[src/rtl/burst_wr_pkg.sv]
package burst_wr_pkg;
  typedef enum logic [2:0] {
    ST_IDLE,
    ST_WAIT,
    ST_CMD,
    ST_DATA,
    ST_REF
  } bwf_state_e;
endpackage

[src/rtl/bwf_fifo.sv]
module bwf_fifo #(
  parameter int DW    = 16,
  parameter int DEPTH = 16,
  localparam int PW   = $clog2(DEPTH),
  localparam int CW   = $clog2(DEPTH + 1)
) (
  input  logic          clk,
  input  logic          rst_n,
  input  logic          push,
  input  logic [DW-1:0] wdata,
  input  logic          pop,
  output logic [DW-1:0] rdata,
  output logic [CW-1:0] fill
);
  logic [DW-1:0] mem_q [DEPTH];
  logic [PW-1:0] wr_q, wr_d, rd_q, rd_d;
  logic [CW-1:0] fill_q, fill_d;

  always_comb begin
    wr_d   = wr_q;
    rd_d   = rd_q;
    fill_d = fill_q;
    if (push) begin
      wr_d = (wr_q == PW'(DEPTH - 1)) ? '0 : wr_q + 1'b1;
    end
    if (pop) begin
      rd_d = (rd_q == PW'(DEPTH - 1)) ? '0 : rd_q + 1'b1;
    end
    case ({push, pop})
      2'b10:   fill_d = fill_q + 1'b1;
      2'b01:   fill_d = fill_q - 1'b1;
      default: fill_d = fill_q;
    endcase
  end

  always_ff @(posedge clk or negedge rst_n) begin
    if (!rst_n) begin
      wr_q   <= '0;
      rd_q   <= '0;
      fill_q <= '0;
    end else begin
      wr_q   <= wr_d;
      rd_q   <= rd_d;
      fill_q <= fill_d;
    end
  end

  generate
    for (genvar g = 0; g < DEPTH; g++) begin : g_slot
      always_ff @(posedge clk) begin
        if (push && (wr_q == PW'(g))) begin
          mem_q[g] <= wdata;
        end
      end
    end
  endgenerate

  assign rdata = mem_q[rd_q];
  assign fill  = fill_q;
endmodule

[src/rtl/bwf_addr_gen.sv]
module bwf_addr_gen #(
  parameter int AW = 16,
  parameter int LW = 3
) (
  input  logic          clk,
  input  logic          rst_n,
  input  logic          load,
  input  logic [AW-1:0] start_addr,
  input  logic          adv,
  input  logic [LW-1:0] step,
  output logic [AW-1:0] addr
);
  logic [AW-1:0] addr_q, addr_d;

  always_comb begin
    addr_d = addr_q;
    if (load) begin
      addr_d = start_addr;
    end else if (adv) begin
      addr_d = addr_q + AW'(step);
    end
  end

  always_ff @(posedge clk or negedge rst_n) begin
    if (!rst_n) begin
      addr_q <= '0;
    end else if (load || adv) begin
      addr_q <= addr_d;
    end
  end

  assign addr = addr_q;
endmodule

[src/rtl/bwf_ctrl.sv]
module bwf_ctrl
  import burst_wr_pkg::*;
#(
  parameter int BL    = 4,
  parameter int DEPTH = 16,
  localparam int LW   = $clog2(BL + 1),
  localparam int CW   = $clog2(DEPTH + 1)
) (
  input  logic          clk,
  input  logic          rst_n,
  input  logic          usr_req,
  input  logic [CW-1:0] fill,
  input  logic          ref_req,
  input  logic          mem_cmd_ready,
  output logic          load_addr,
  output logic          adv_addr,
  output logic [LW-1:0] burst_len,
  output logic          pop,
  output logic          cmd_valid,
  output logic          beat_valid,
  output logic          ref_ack,
  output logic          xfer_open
);
  bwf_state_e    st_q, st_d;
  logic [LW-1:0] len_q, len_d;
  logic [LW-1:0] beat_q, beat_d;
  logic          last_beat;

  assign last_beat = (beat_q == len_q - 1'b1);

  always_comb begin
    st_d      = st_q;
    len_d     = len_q;
    beat_d    = beat_q;
    load_addr = 1'b0;
    adv_addr  = 1'b0;
    unique case (st_q)
      ST_IDLE: begin
        if (usr_req) begin
          load_addr = 1'b1;
          st_d      = ST_WAIT;
        end
      end
      ST_WAIT: begin
        if (ref_req) begin
          st_d = ST_REF;
        end else if (fill >= CW'(BL)) begin
          len_d = LW'(BL);
          st_d  = ST_CMD;
        end else if (!usr_req) begin
          if (fill != '0) begin
            len_d = LW'(fill);
            st_d  = ST_CMD;
          end else begin
            st_d = ST_IDLE;
          end
        end
      end
      ST_CMD: begin
        if (mem_cmd_ready) begin
          beat_d = '0;
          st_d   = ST_DATA;
        end
      end
      ST_DATA: begin
        beat_d = beat_q + 1'b1;
        if (last_beat) begin
          adv_addr = 1'b1;
          st_d     = ST_WAIT;
        end
      end
      ST_REF: begin
        if (!ref_req) begin
          st_d = ST_WAIT;
        end
      end
      default: st_d = ST_IDLE;
    endcase
  end

  always_ff @(posedge clk or negedge rst_n) begin
    if (!rst_n) begin
      st_q   <= ST_IDLE;
      len_q  <= '0;
      beat_q <= '0;
    end else begin
      st_q   <= st_d;
      len_q  <= len_d;
      beat_q <= beat_d;
    end
  end

  assign burst_len  = len_q;
  assign cmd_valid  = (st_q == ST_CMD);
  assign beat_valid = (st_q == ST_DATA);
  assign pop        = (st_q == ST_DATA);
  assign ref_ack    = (st_q == ST_REF);
  assign xfer_open  = (st_q != ST_IDLE) && (st_q != ST_REF);
endmodule

[src/rtl/burst_wr_frontend.sv]
module burst_wr_frontend #(
  parameter int AW    = 16,
  parameter int DW    = 16,
  parameter int BL    = 4,
  parameter int DEPTH = 16,
  localparam int LW   = $clog2(BL + 1),
  localparam int CW   = $clog2(DEPTH + 1)
) (
  input  logic          clk,
  input  logic          rst_n,
  input  logic          usr_req,
  input  logic [AW-1:0] usr_start_addr,
  output logic          usr_ready,
  input  logic          usr_push,
  input  logic [DW-1:0] usr_data,
  input  logic          ref_req,
  output logic          ref_ack,
  output logic          mem_cmd_valid,
  input  logic          mem_cmd_ready,
  output logic [AW-1:0] mem_cmd_addr,
  output logic [LW-1:0] mem_cmd_len,
  output logic          mem_cmd_wr,
  output logic          mem_wdata_valid,
  output logic [DW-1:0] mem_wdata
);
  logic [CW-1:0] fill;
  logic          push_ok, pop, load_addr, adv_addr, xfer_open;
  logic [LW-1:0] burst_len;

  assign usr_ready = xfer_open && usr_req && (fill <= CW'(DEPTH - 2));
  assign push_ok   = usr_push && usr_ready;

  bwf_fifo #(.DW(DW), .DEPTH(DEPTH)) u_buf (
    .clk   (clk),
    .rst_n (rst_n),
    .push  (push_ok),
    .wdata (usr_data),
    .pop   (pop),
    .rdata (mem_wdata),
    .fill  (fill)
  );

  bwf_addr_gen #(.AW(AW), .LW(LW)) u_addr (
    .clk        (clk),
    .rst_n      (rst_n),
    .load       (load_addr),
    .start_addr (usr_start_addr),
    .adv        (adv_addr),
    .step       (burst_len),
    .addr       (mem_cmd_addr)
  );

  bwf_ctrl #(.BL(BL), .DEPTH(DEPTH)) u_ctrl (
    .clk           (clk),
    .rst_n         (rst_n),
    .usr_req       (usr_req),
    .fill          (fill),
    .ref_req       (ref_req),
    .mem_cmd_ready (mem_cmd_ready),
    .load_addr     (load_addr),
    .adv_addr      (adv_addr),
    .burst_len     (burst_len),
    .pop           (pop),
    .cmd_valid     (mem_cmd_valid),
    .beat_valid    (mem_wdata_valid),
    .ref_ack       (ref_ack),
    .xfer_open     (xfer_open)
  );

  assign mem_cmd_len = burst_len;
  assign mem_cmd_wr  = mem_cmd_valid;
endmodule

[config.mk]
export PLATFORM = sky130hd
export DESIGN_NAME = burst_wr_frontend
export DESIGN_NICKNAME = d
export VERILOG_FILES = /design/src/rtl/burst_wr_pkg.sv /design/src/rtl/bwf_fifo.sv /design/src/rtl/bwf_addr_gen.sv /design/src/rtl/bwf_ctrl.sv /design/src/rtl/burst_wr_frontend.sv
export SDC_FILE = /design/constraint.sdc
export NUM_CORES = 1
export LEC_CHECK = 0
export BUFFER_PORTS_ARGS = -buffer_cell sky130_fd_sc_hd__buf_2
export CAP_MARGIN = 10
export CORE_MARGIN = 2
export CORE_UTILIZATION = 60
export CTS_BUF_LIST = sky130_fd_sc_hd__clkbuf_16
export CTS_CLUSTER_DIAMETER = 100
export DETAILED_ROUTE_END_ITERATION = 6
export PLACE_DENSITY = 0.79
export SLEW_MARGIN = 15
export SYNTH_ARGS = -nofsm -noshare
export SYNTH_HDL_FRONTEND = slang
export SYNTH_SLANG_ARGS = --single-unit
[constraint.sdc]
create_clock -name clk -period 2.9 [get_ports clk]
set_input_delay 0 -clock clk [delete_from_list [all_inputs] [get_ports clk]]
set_output_delay 0 -clock clk [all_outputs]
set_load 0.1 [all_outputs]
==> results.sh, run 1 <==
export IMPL_run_status="finished, final reports clean"
export IMPL_synth_edf_count=256
export IMPL_hold_path_class="in2async"
export IMPL_grt_setup_unrepaired="false"
export IMPL_wire_per_inst_um=23.8
export IMPL_cts_root_buf="clkbuf_16"
export IMPL_ctsHtreeMaxLevel=1
export IMPL_cts_sinks=294
export IMPL_worst_path_largest_cell_delay_ps=580
export IMPL_hpwlAfterDp_mm=16.5
export IMPL_die_x_um=147
export IMPL_regArea_um2=8640
export IMPL_row_count=52
export IMPL_synth_ff_type="edfxtp_1"
export IMPL_port_buffers=77
export IMPL_grt_overflow_total=0
export IMPL_clk_path_buf_depth=3
export IMPL_place_inst=1089
export IMPL_setup_worst_path_start="u_buf.rd_q[1]$_DFFE_PN0P_"
export IMPL_dieArea_um2=21600
export IMPL_antenna_found_initial=0
export IMPL_cp_cell_sequence="and2_2 > a221oi_1 > o21ai_0 > nand2_1 > buf_2"
export IMPL_hold_worst_slack_ps=134
export IMPL_wl_met1_mm=10.7
export IMPL_finalSetupViolCount=0
export IMPL_drcViolationCount=0
export IMPL_drt_iter0_drc=660
export IMPL_synth_cell_types=55
export IMPL_route_met3_wl_mm=2.40
export IMPL_finalNetCount=942
export IMPL_critical_path_top_delay_family="compound AO/OA/AOI/OAI gates"
export IMPL_cap_violations=0
export IMPL_min_period_over_period_pct=95.0
export IMPL_slew_viol_final=0
export IMPL_synth_seq_cells=294
export IMPL_worst_slew_pin_slew_ps=933
export IMPL_grt_pass1_vias=7509
export IMPL_fin_util_pct=72.1
export IMPL_cts_buffers=28
export IMPL_fmax_mhz=363
export IMPL_design_core_area_um2=20200
export IMPL_clock_skew_ps=15.0
export IMPL_cts_tree="built"
export IMPL_syn_inst=744
export IMPL_place_gp_congestion=0.847
export IMPL_syn_area_um2=12300
export IMPL_relSlewSlack_pct=37.8
export IMPL_syn_area_per_cell_um2=16.5
export IMPL_final_hold_viol_count=0
export IMPL_clk_pin_slew_ps=70
export IMPL_firstDrtPassIters=5
export IMPL_grt_start_max_net_pins=39
export IMPL_antenna_cells=0
export IMPL_crit_arrival_ps=2750
export IMPL_path_max_fanout=16
export IMPL_vdd_drop_max_uv=1120
export IMPL_nFillCells=1203
export IMPL_cp_buffers_inverters=1
export IMPL_place_ws_ps=190
export IMPL_critPathSlowestCell="dfrtp_1"
export IMPL_p_leak_nw=5.25
export IMPL_period_minus_slack_ps=2750
export IMPL_drive_above_1_share_pct=24.6
export IMPL_grt_pass1_wl_mm=42.7
export IMPL_r2r_start="u_ctrl.burst_len[1]$_DFFE_PN0P_"
export IMPL_clock_latency_ps=540
export IMPL_die_y_um=147
export IMPL_highest_layer="met4"
export IMPL_required_ps=2900
export IMPL_multi_input_area_um2=3410
export IMPL_crit_type="reg2out"
export IMPL_dr_wl_met2_mm=14.1
export IMPL_route_final_wire_length_mm=28.1
export IMPL_gr_usage_all_layers_pct=26.1
export IMPL_yosysWarnings=0
export IMPL_layout_commonest_cell="edfxtp_1"
export IMPL_critPathLaunchType="flop"
export IMPL_syn_to_final_growth_pct=18.6
export IMPL_num_vias=7325
export IMPL_async_flop_share_pct=12.9
export IMPL_cellPowerDensity_nw_per_um2=1160
export IMPL_drtAntennaViolNets=0
export IMPL_ios=78
export IMPL_ys_seq_area_share_pct=70.5
export IMPL_syn_nets=797
export IMPL_worstSetupEndpointType="primary output"
export IMPL_final_cell_mix="edfxtp_1, buf_2, o21ai_0"
export IMPL_finalSetupTns_ps=0
export IMPL_postLayoutSetupSlackWorst_ps=146
export IMPL_initial_core_util_pct=60.8
export IMPL_final_cells=1180
export IMPL_viasPerCell=6.21
-- cell type report --
type                            count  share of cell area [%]
Timing Repair Buffer              154                    8.75
Clock inverter                     22                   0.714
Multi-Input combinational cell    400                    23.5
Inverter                           11                   0.284
Sequential cell                   294                    59.5
Clock buffer                       29                    4.99
Tap cell                          270                    2.32
-- metrics by stage --
stage | cell area, µm² | total power, mW
finish | 14500 | 16.9
global route | 14500 | 17.5
CTS | 14500 | 16.8
detailed placement | 13300 | 13.5
global placement | 13300 | 13.2
floorplan | 12300 | 11.3
-- state kept, by name (all words and copies together), names as in the netlist --
register	flops
u_buf.mem_q	256
u_buf.wr_q	4
u_ctrl.burst_len	3
u_ctrl.st_q	3
u_buf.rd_q	4
u_addr.addr	16
u_ctrl.beat_q	3
u_buf.fill	5
-- cell families (layout without fill, tap and decap cells) --
family | after synthesis | after routing | synth area share [%]
DFF | 294 | 294 | 70.5
adders and majority gates | 15 | 15 | 1.59
AOI/OAI and AO/OA | 135 | 135 | 6.85
and+or+nand+nor | 124 | 124 | 5.56
muxes | 102 | 102 | 11.8
xor gates and xnor gates | 24 | 24 | 1.84
buffers and inverters | 50 | 216 | 1.87
-- Yosys cell counts (all sizes together), types with 2 or more instances --
cell,count,share of area [%]
o21ai,59,2.5
a21oi,25,1.0
nand2,43,1.3
dfrtp,38,7.8
mux2i,49,4.0
clkbuf,19,0.58
a22o,4,0.29
a31oi,3,0.15
nand2b,2,0.10
xor2,8,0.57
nand3,9,0.37
a21o,3,0.18
inv,11,0.34
and3,2,0.11
buf,20,0.95
nor3,11,0.49
nor4b,3,0.32
a221oi,16,1.1
mux2,21,1.9
nor4,2,0.22
a22oi,17,1.0
edfxtp,256,63
nand4,5,0.38
nor2b,4,0.20
and2,19,0.97
nor3b,3,0.18
xnor2,15,1.1
a311oi,2,0.14
nor2,15,0.46
mux4,32,5.9
ha,14,1.4
-- layer usage --
metal / global-route usage (%) / vias up
li1: - / 3201
met1: 35.1 / 3647
met2: 43.9 / 417
met3: 4.10 / 60
met4: 9.86 / 0
met5: 0 / -
-- worst register-to-register path: cells and delay by family (launching register included) --
family	cells	cell delay, ps
AND/OR/NAND/NOR	2	560
AO/OA/AOI/OAI	1	90
flip-flops	1	420
XOR/XNOR	2	470
buffers and inverters	2	680
adder cells (fa/ha/maj)	1	310
-- power breakdown --
group          total (mW)  switching (mW)  internal (mW)
Sequential           5.51           0.539           4.97
Combinational        8.07            5.43           2.64
Clock                3.31            1.50           1.80
Total                16.9            7.48           9.41
-- what timing repair did --
action                                  CTS  global route
endpoints found under the setup margin    1             7
pin swaps                                 0             0
hold buffers                             39             0
resized for setup                         1             2
gates cloned                              0             0
endpoints found under the hold margin   321             0
buffers inserted                          0             1
-- worst paths after layout --
check,to,slack [ps],cells after the start
max in group asynchronous,u_buf.rd_q[0]$_DFFE_PN0P_,2090,2
worst max register to register,u_addr.addr[13]$_DFFE_PN0P_,250,8
worst min-delay path,u_ctrl.burst_len[0]$_DFFE_PN0P_,130,2
worst min register to register,u_buf.fill[4]$_DFFE_PN0P_,520,1
worst max-delay path,mem_wdata[3],150,5
min in group clk,u_addr.addr[0]$_DFFE_PN0P_,200,4
(Power assumes the default switching activity.)
==> inputs of run 2 (changes only) <==
GPL_TIMING_DRIVEN = 0   (was not set)
==> run 2 against run 1 <==
Hold slack got worse by 19 ps. Fmax decreased by 3.3%. Non-clock buffer count decreased by 1. Cell area decreased by 1.6%. Highest routed layer unchanged. Total power decreased by 1.8%. Sequential share of layout area increased by 0.93 points. Largest power group unchanged. Global-route usage increased by 0.79 points. Clock power increased by 3%. Flip-flop and latch count unchanged. Routed wire length increased by 2.2%. Final cell count decreased by 0.17%. Critical path depth increased by 2.
==> results.sh, run 2 (synthesized netlist as in run 1, its figures left out) <==
export IMPL_run_status="finished, final reports clean"
export IMPL_place_ws_ps=-13.2
export IMPL_drt_iter0_drc=739
export IMPL_crit_arrival_ps=2850
export IMPL_ios=78
export IMPL_clk_path_buf_depth=3
export IMPL_grt_start_max_net_pins=39
export IMPL_cts_tree="built"
export IMPL_dieArea_um2=21600
export IMPL_initial_core_util_pct=60.8
export IMPL_cellPowerDensity_nw_per_um2=1160
export IMPL_layout_commonest_cell="edfxtp_1"
export IMPL_fmax_mhz=351
export IMPL_vdd_drop_max_uv=1250
export IMPL_critPathLaunchType="flop"
export IMPL_cts_root_buf="clkbuf_16"
export IMPL_min_period_over_period_pct=98.2
export IMPL_slew_viol_final=0
export IMPL_required_ps=2900
export IMPL_design_core_area_um2=20200
export IMPL_top_register="u_buf.mem_q"
export IMPL_ctsHtreeMaxLevel=1
export IMPL_route_met3_wl_mm=2.25
export IMPL_die_x_um=147
export IMPL_wl_met1_mm=11.0
export IMPL_drtAntennaViolNets=0
export IMPL_hold_path_class="in2async"
export IMPL_grt_overflow_total=0
export IMPL_hold_worst_slack_ps=115
export IMPL_final_cell_mix="edfxtp_1, buf_2, o21ai_0"
export IMPL_largest_reg_flops=256
export IMPL_cts_sinks=294
export IMPL_cap_violations=0
export IMPL_finalSetupViolCount=0
export IMPL_finalNetCount=941
export IMPL_syn_to_final_growth_pct=16.7
export IMPL_hpwlAfterDp_mm=17.1
export IMPL_clk_pin_slew_ps=60
export IMPL_route_final_wire_length_mm=28.7
export IMPL_antenna_found_initial=0
export IMPL_period_minus_slack_ps=2850
export IMPL_crit_type="reg2out"
export IMPL_highest_layer="met4"
export IMPL_viasPerCell=6.30
export IMPL_die_y_um=147
export IMPL_worst_slew_pin_slew_ps=1130
export IMPL_grt_pass1_vias=7680
export IMPL_gr_usage_all_layers_pct=26.9
export IMPL_relSlewSlack_pct=24.5
export IMPL_clock_latency_ps=540
export IMPL_final_hold_viol_count=0
export IMPL_wire_per_inst_um=24.4
export IMPL_grt_pass1_wl_mm=43.9
export IMPL_fin_util_pct=70.9
export IMPL_antenna_cells=0
export IMPL_num_vias=7422
export IMPL_firstDrtPassIters=4
export IMPL_place_gp_congestion=0.882
export IMPL_worstSetupEndpointType="primary output"
export IMPL_path_max_fanout=10
export IMPL_post_cts_buffers=0
export IMPL_drcViolationCount=0
export IMPL_clock_skew_ps=9.35
export IMPL_dr_wl_met2_mm=14.6
export IMPL_port_buffers=77
export IMPL_row_count=52
export IMPL_drive_above_1_share_pct=23.8
export IMPL_p_leak_nw=5.14
export IMPL_cts_buffers=28
export IMPL_postLayoutSetupSlackWorst_ps=51.9
[run 2: cell types whose count changed in the layout (fill, tap and decap cells not counted), moves of 3 or more]
cell,before,now
and2_2,1,8
a221oi_2,0,3
clkbuf_1,0,7
a221oi_1,16,13
buf_12,13,0
and2_1,18,11
clkbuf_2,0,10
clkinv_2,7,4
buf_4,35,9
buf_2,66,75
clkbuf_4,0,11
[run 2: worst paths after layout]
kind | start | end | slack, ps | cells past startpoint
max in group asynchronous | rst_n | u_addr.addr[9]$_DFFE_PN0P_ | 2230 | 2
worst max-delay path | u_buf.rd_q[1]$_DFFE_PN0P_ | mem_wdata[10] | 50 | 7
worst min-delay path | rst_n | u_ctrl.burst_len[0]$_DFFE_PN0P_ | 110 | 2
min in group clk | usr_start_addr[0] | u_addr.addr[0]$_DFFE_PN0P_ | 210 | 4
worst min register to register | u_buf.fill[4]$_DFFE_PN0P_ | u_buf.fill[4]$_DFFE_PN0P_ | 530 | 1
worst max register to register | u_ctrl.st_q[1]$_DFFE_PN0P_ | u_buf.fill[4]$_DFFE_PN0P_ | 150 | 12
[run 2: area by class of cell]
cell class	instances	area, µm²
Clock inverter	22	153
Fill cell	1253	5860
Clock buffer	28	701
Sequential cell	294	8640
Multi-Input combinational cell	400	3430
Timing Repair Buffer	116	803
Buffer	37	204
Tap cell	270	338
Inverter	11	41.3
[run 2: what timing repair did]
item | CTS | global route
setup endpoints to repair | 38 | 145
hold buffers | 39 | 0
resized for setup | 10 | 34
hold endpoints to repair | 322 | 0
[run 2: per-layer routing]
metal  global-route usage [%]  up-vias
li1                         -     3211
met1                     36.1     3725
met2                     45.8      418
met3                     4.63       68
met4                     8.46        0
met5                        0        -
[run 2: worst max-delay path: stages, from the launching register on]
cell	delay (ps)
dfrtp_1	400
and2_1	170
clkbuf_1	230
clkbuf_2	320
a221oi_1	450
o21ai_0	180
nand2_1	120
buf_2	430
[run 2: per-stage QoR]
stage	std cells	cell area, µm²	setup TNS, ps	total power [mW]
floorplan	744	12300	0	11.3
global placement	1091	13000	0	12.7
detailed placement	1091	13000	-151	13.0
CTS	1178	14300	-1.55	16.4
global route	1178	14300	-3.46	17.2
finish	1178	14300	0	16.6
[run 2: power breakdown]
part / leakage (nW) / internal [mW] / switching, mW
registers: 2.77 / 4.97 / 0.348
logic: 1.93 / 2.15 / 5.69
clock network: 0.446 / 1.92 / 1.50
total: 5.14 / 9.04 / 7.54
==> inputs of run 3 (changes only) <==
PLACE_DENSITY = 0.86   (was 0.79)
==> run 3 against run 2 <==
Clock-buffer cell count increased by 1. Register-to-register slack improved by 50 ps. Hold slack improved by 33 ps. Sequential share of layout area decreased by 0.63 points. Final cell count increased by 0.25%. Non-clock buffer count increased by 1. Flip-flop and latch count unchanged.
==> results.sh, run 3 (synthesized netlist as in run 1, its figures left out) <==
export IMPL_run_status="finished, final reports clean"
export IMPL_finalNetCount=942
export IMPL_place_inst=1091
export IMPL_cts_tree="built"
export IMPL_gr_usage_all_layers_pct=26.6
export IMPL_initial_core_util_pct=60.8
export IMPL_r2r_end="u_buf.fill[4]$_DFFE_PN0P_"
export IMPL_grt_start_max_net_pins=39
export IMPL_required_ps=2900
export IMPL_worst_slew_pin_slew_ps=1010
export IMPL_hold_path_class="in2async"
export IMPL_place_gp_congestion=0.814
export IMPL_crit_type="reg2out"
export IMPL_crit_arrival_ps=2870
export IMPL_clock_latency_ps=540
export IMPL_clk_path_buf_depth=3
export IMPL_layout_commonest_cell="edfxtp_1"
export IMPL_hold_worst_slack_ps=148
export IMPL_firstDrtPassIters=5
export IMPL_path_max_fanout=10
export IMPL_cts_sinks=294
export IMPL_relSlewSlack_pct=32.8
export IMPL_final_cells=1181
export IMPL_stdcell_area_um2=14500
export IMPL_grt_setup_unrepaired="true"
export IMPL_wire_per_inst_um=24.2
export IMPL_viasPerCell=6.29
export IMPL_r2r_start="u_ctrl.st_q[1]$_DFFE_PN0P_"
export IMPL_grt_pass1_wl_mm=43.7
export IMPL_die_x_um=147
export IMPL_largest_reg_flops=256
export IMPL_grt_pass1_vias=7550
export IMPL_design_core_area_um2=20200
export IMPL_num_vias=7431
export IMPL_cap_violations=0
export IMPL_finalSetupViolCount=0
export IMPL_worstSetupEndpointType="primary output"
export IMPL_top_register="u_buf.mem_q"
export IMPL_drive_above_1_share_pct=24.1
export IMPL_period_minus_slack_ps=2870
export IMPL_slew_viol_final=0
export IMPL_drt_iter0_drc=815
export IMPL_cts_root_buf="clkbuf_16"
export IMPL_syn_to_final_growth_pct=17.9
export IMPL_dieArea_um2=21600
export IMPL_min_period_over_period_pct=99.0
export IMPL_reg2regPathDepth=12
export IMPL_die_y_um=147
export IMPL_antenna_found_initial=0
export IMPL_r2r_slack_ps=200
export IMPL_hpwlAfterDp_mm=16.7
export IMPL_cts_buffers=28
export IMPL_grt_overflow_total=0
export IMPL_port_buffers=77
export IMPL_critPathLaunchType="flop"
export IMPL_clock_skew_ps=11.4
export IMPL_ctsHtreeMaxLevel=1
export IMPL_ios=78
export IMPL_final_hold_viol_count=0
export IMPL_route_final_wire_length_mm=28.5
export IMPL_finalSetupTns_ps=0
export IMPL_clk_pin_slew_ps=70
export IMPL_final_cell_mix="edfxtp_1, buf_2, o21ai_0"
export IMPL_placed_area_um2=13000
export IMPL_fmax_mhz=348
export IMPL_drcViolationCount=0
export IMPL_antenna_cells=0
export IMPL_row_count=52
export IMPL_drtAntennaViolNets=0
==> run 3: changes by cell type in the layout (fill, tap and decap cells not counted), sizes merged <==
cell	before	now
clkinvlp	0	2
dlygate4sd3	39	40
clkinv	13	11
buf	86	89
bufinv	2	5
clkbuf	56	54
inv	18	16
==> run 3: critical path: stages, from the launching register on <==
cell and delay [ps]:
dfrtp_1 380, buf_2 330, nor2b_1 170, clkbuf_2 310, a221oi_2 470, o21ai_0 170
nand2_1 180, buf_4 320
==> run 3: repair_timing <==
item / 4_1_cts / 5_1_grt
hold buffers: 40 / 0
setup endpoints to repair: 11 / 79
gates resized for setup: 15 / 27
buffers inserted: 0 / 0
endpoints found under the hold margin: 321 / 0
==> run 3: how the worst max path moves through the flow <==
stage / slack [ps] / cells past startpoint / end / startpoint
after CTS: 2 / 6 / mem_wdata[7] / u_buf.rd_q[1]$_DFFE_PN0P_
after floorplan: 50 / 12 / u_buf.fill[4]$_DFFE_PN0P_ / u_buf.fill[2]$_DFFE_PN0P_
after global placement: 60 / 12 / u_buf.fill[4]$_DFFE_PN0P_ / u_buf.fill[1]$_DFFE_PN0P_
after detailed placement: -30 / 12 / u_buf.fill[4]$_DFFE_PN0P_ / u_buf.fill[1]$_DFFE_PN0P_
final: 30 / 7 / mem_wdata[4] / u_buf.rd_q[1]$_DFFE_PN0P_
after global routing: -40 / 7 / mem_wdata[4] / u_buf.rd_q[1]$_DFFE_PN0P_
==> run 3: through the flow <==
stage	utilization (%)	setup WS, ps
after floorplan	-	46.8
after global placement	64.4	58.6
after detailed placement	64.4	-27.1
after CTS	71.4	2.02
after global routing	71.7	-35.6
final	71.7	29.8
==> run 3: layout make-up <==
class / instances / area, µm²
Fill cell: 1186 / 5710
Multi-Input combinational cell: 400 / 3450
Tap cell: 270 / 338
Timing Repair Buffer: 117 / 821
Clock buffer: 29 / 726
Sequential cell: 294 / 8640
Clock inverter: 23 / 240
Buffer: 37 / 196
Inverter: 11 / 41.3
==> run 3: layer usage <==
metal	vias to the layer above	share of wire [%]	routed length [µm]	track usage (%)
li1	3216	-	-	-
met1	3684	39	11200	37.3
met2	468	49	14100	43.8
met3	63	9.0	2570	4.44
met4	0	2.4	684	8.41
met5	-	0	0	0
Power of run 3 is left out: the tool's default activity adds up to more than one toggle a clock period on the data nets, which glitch-free logic cannot reach.
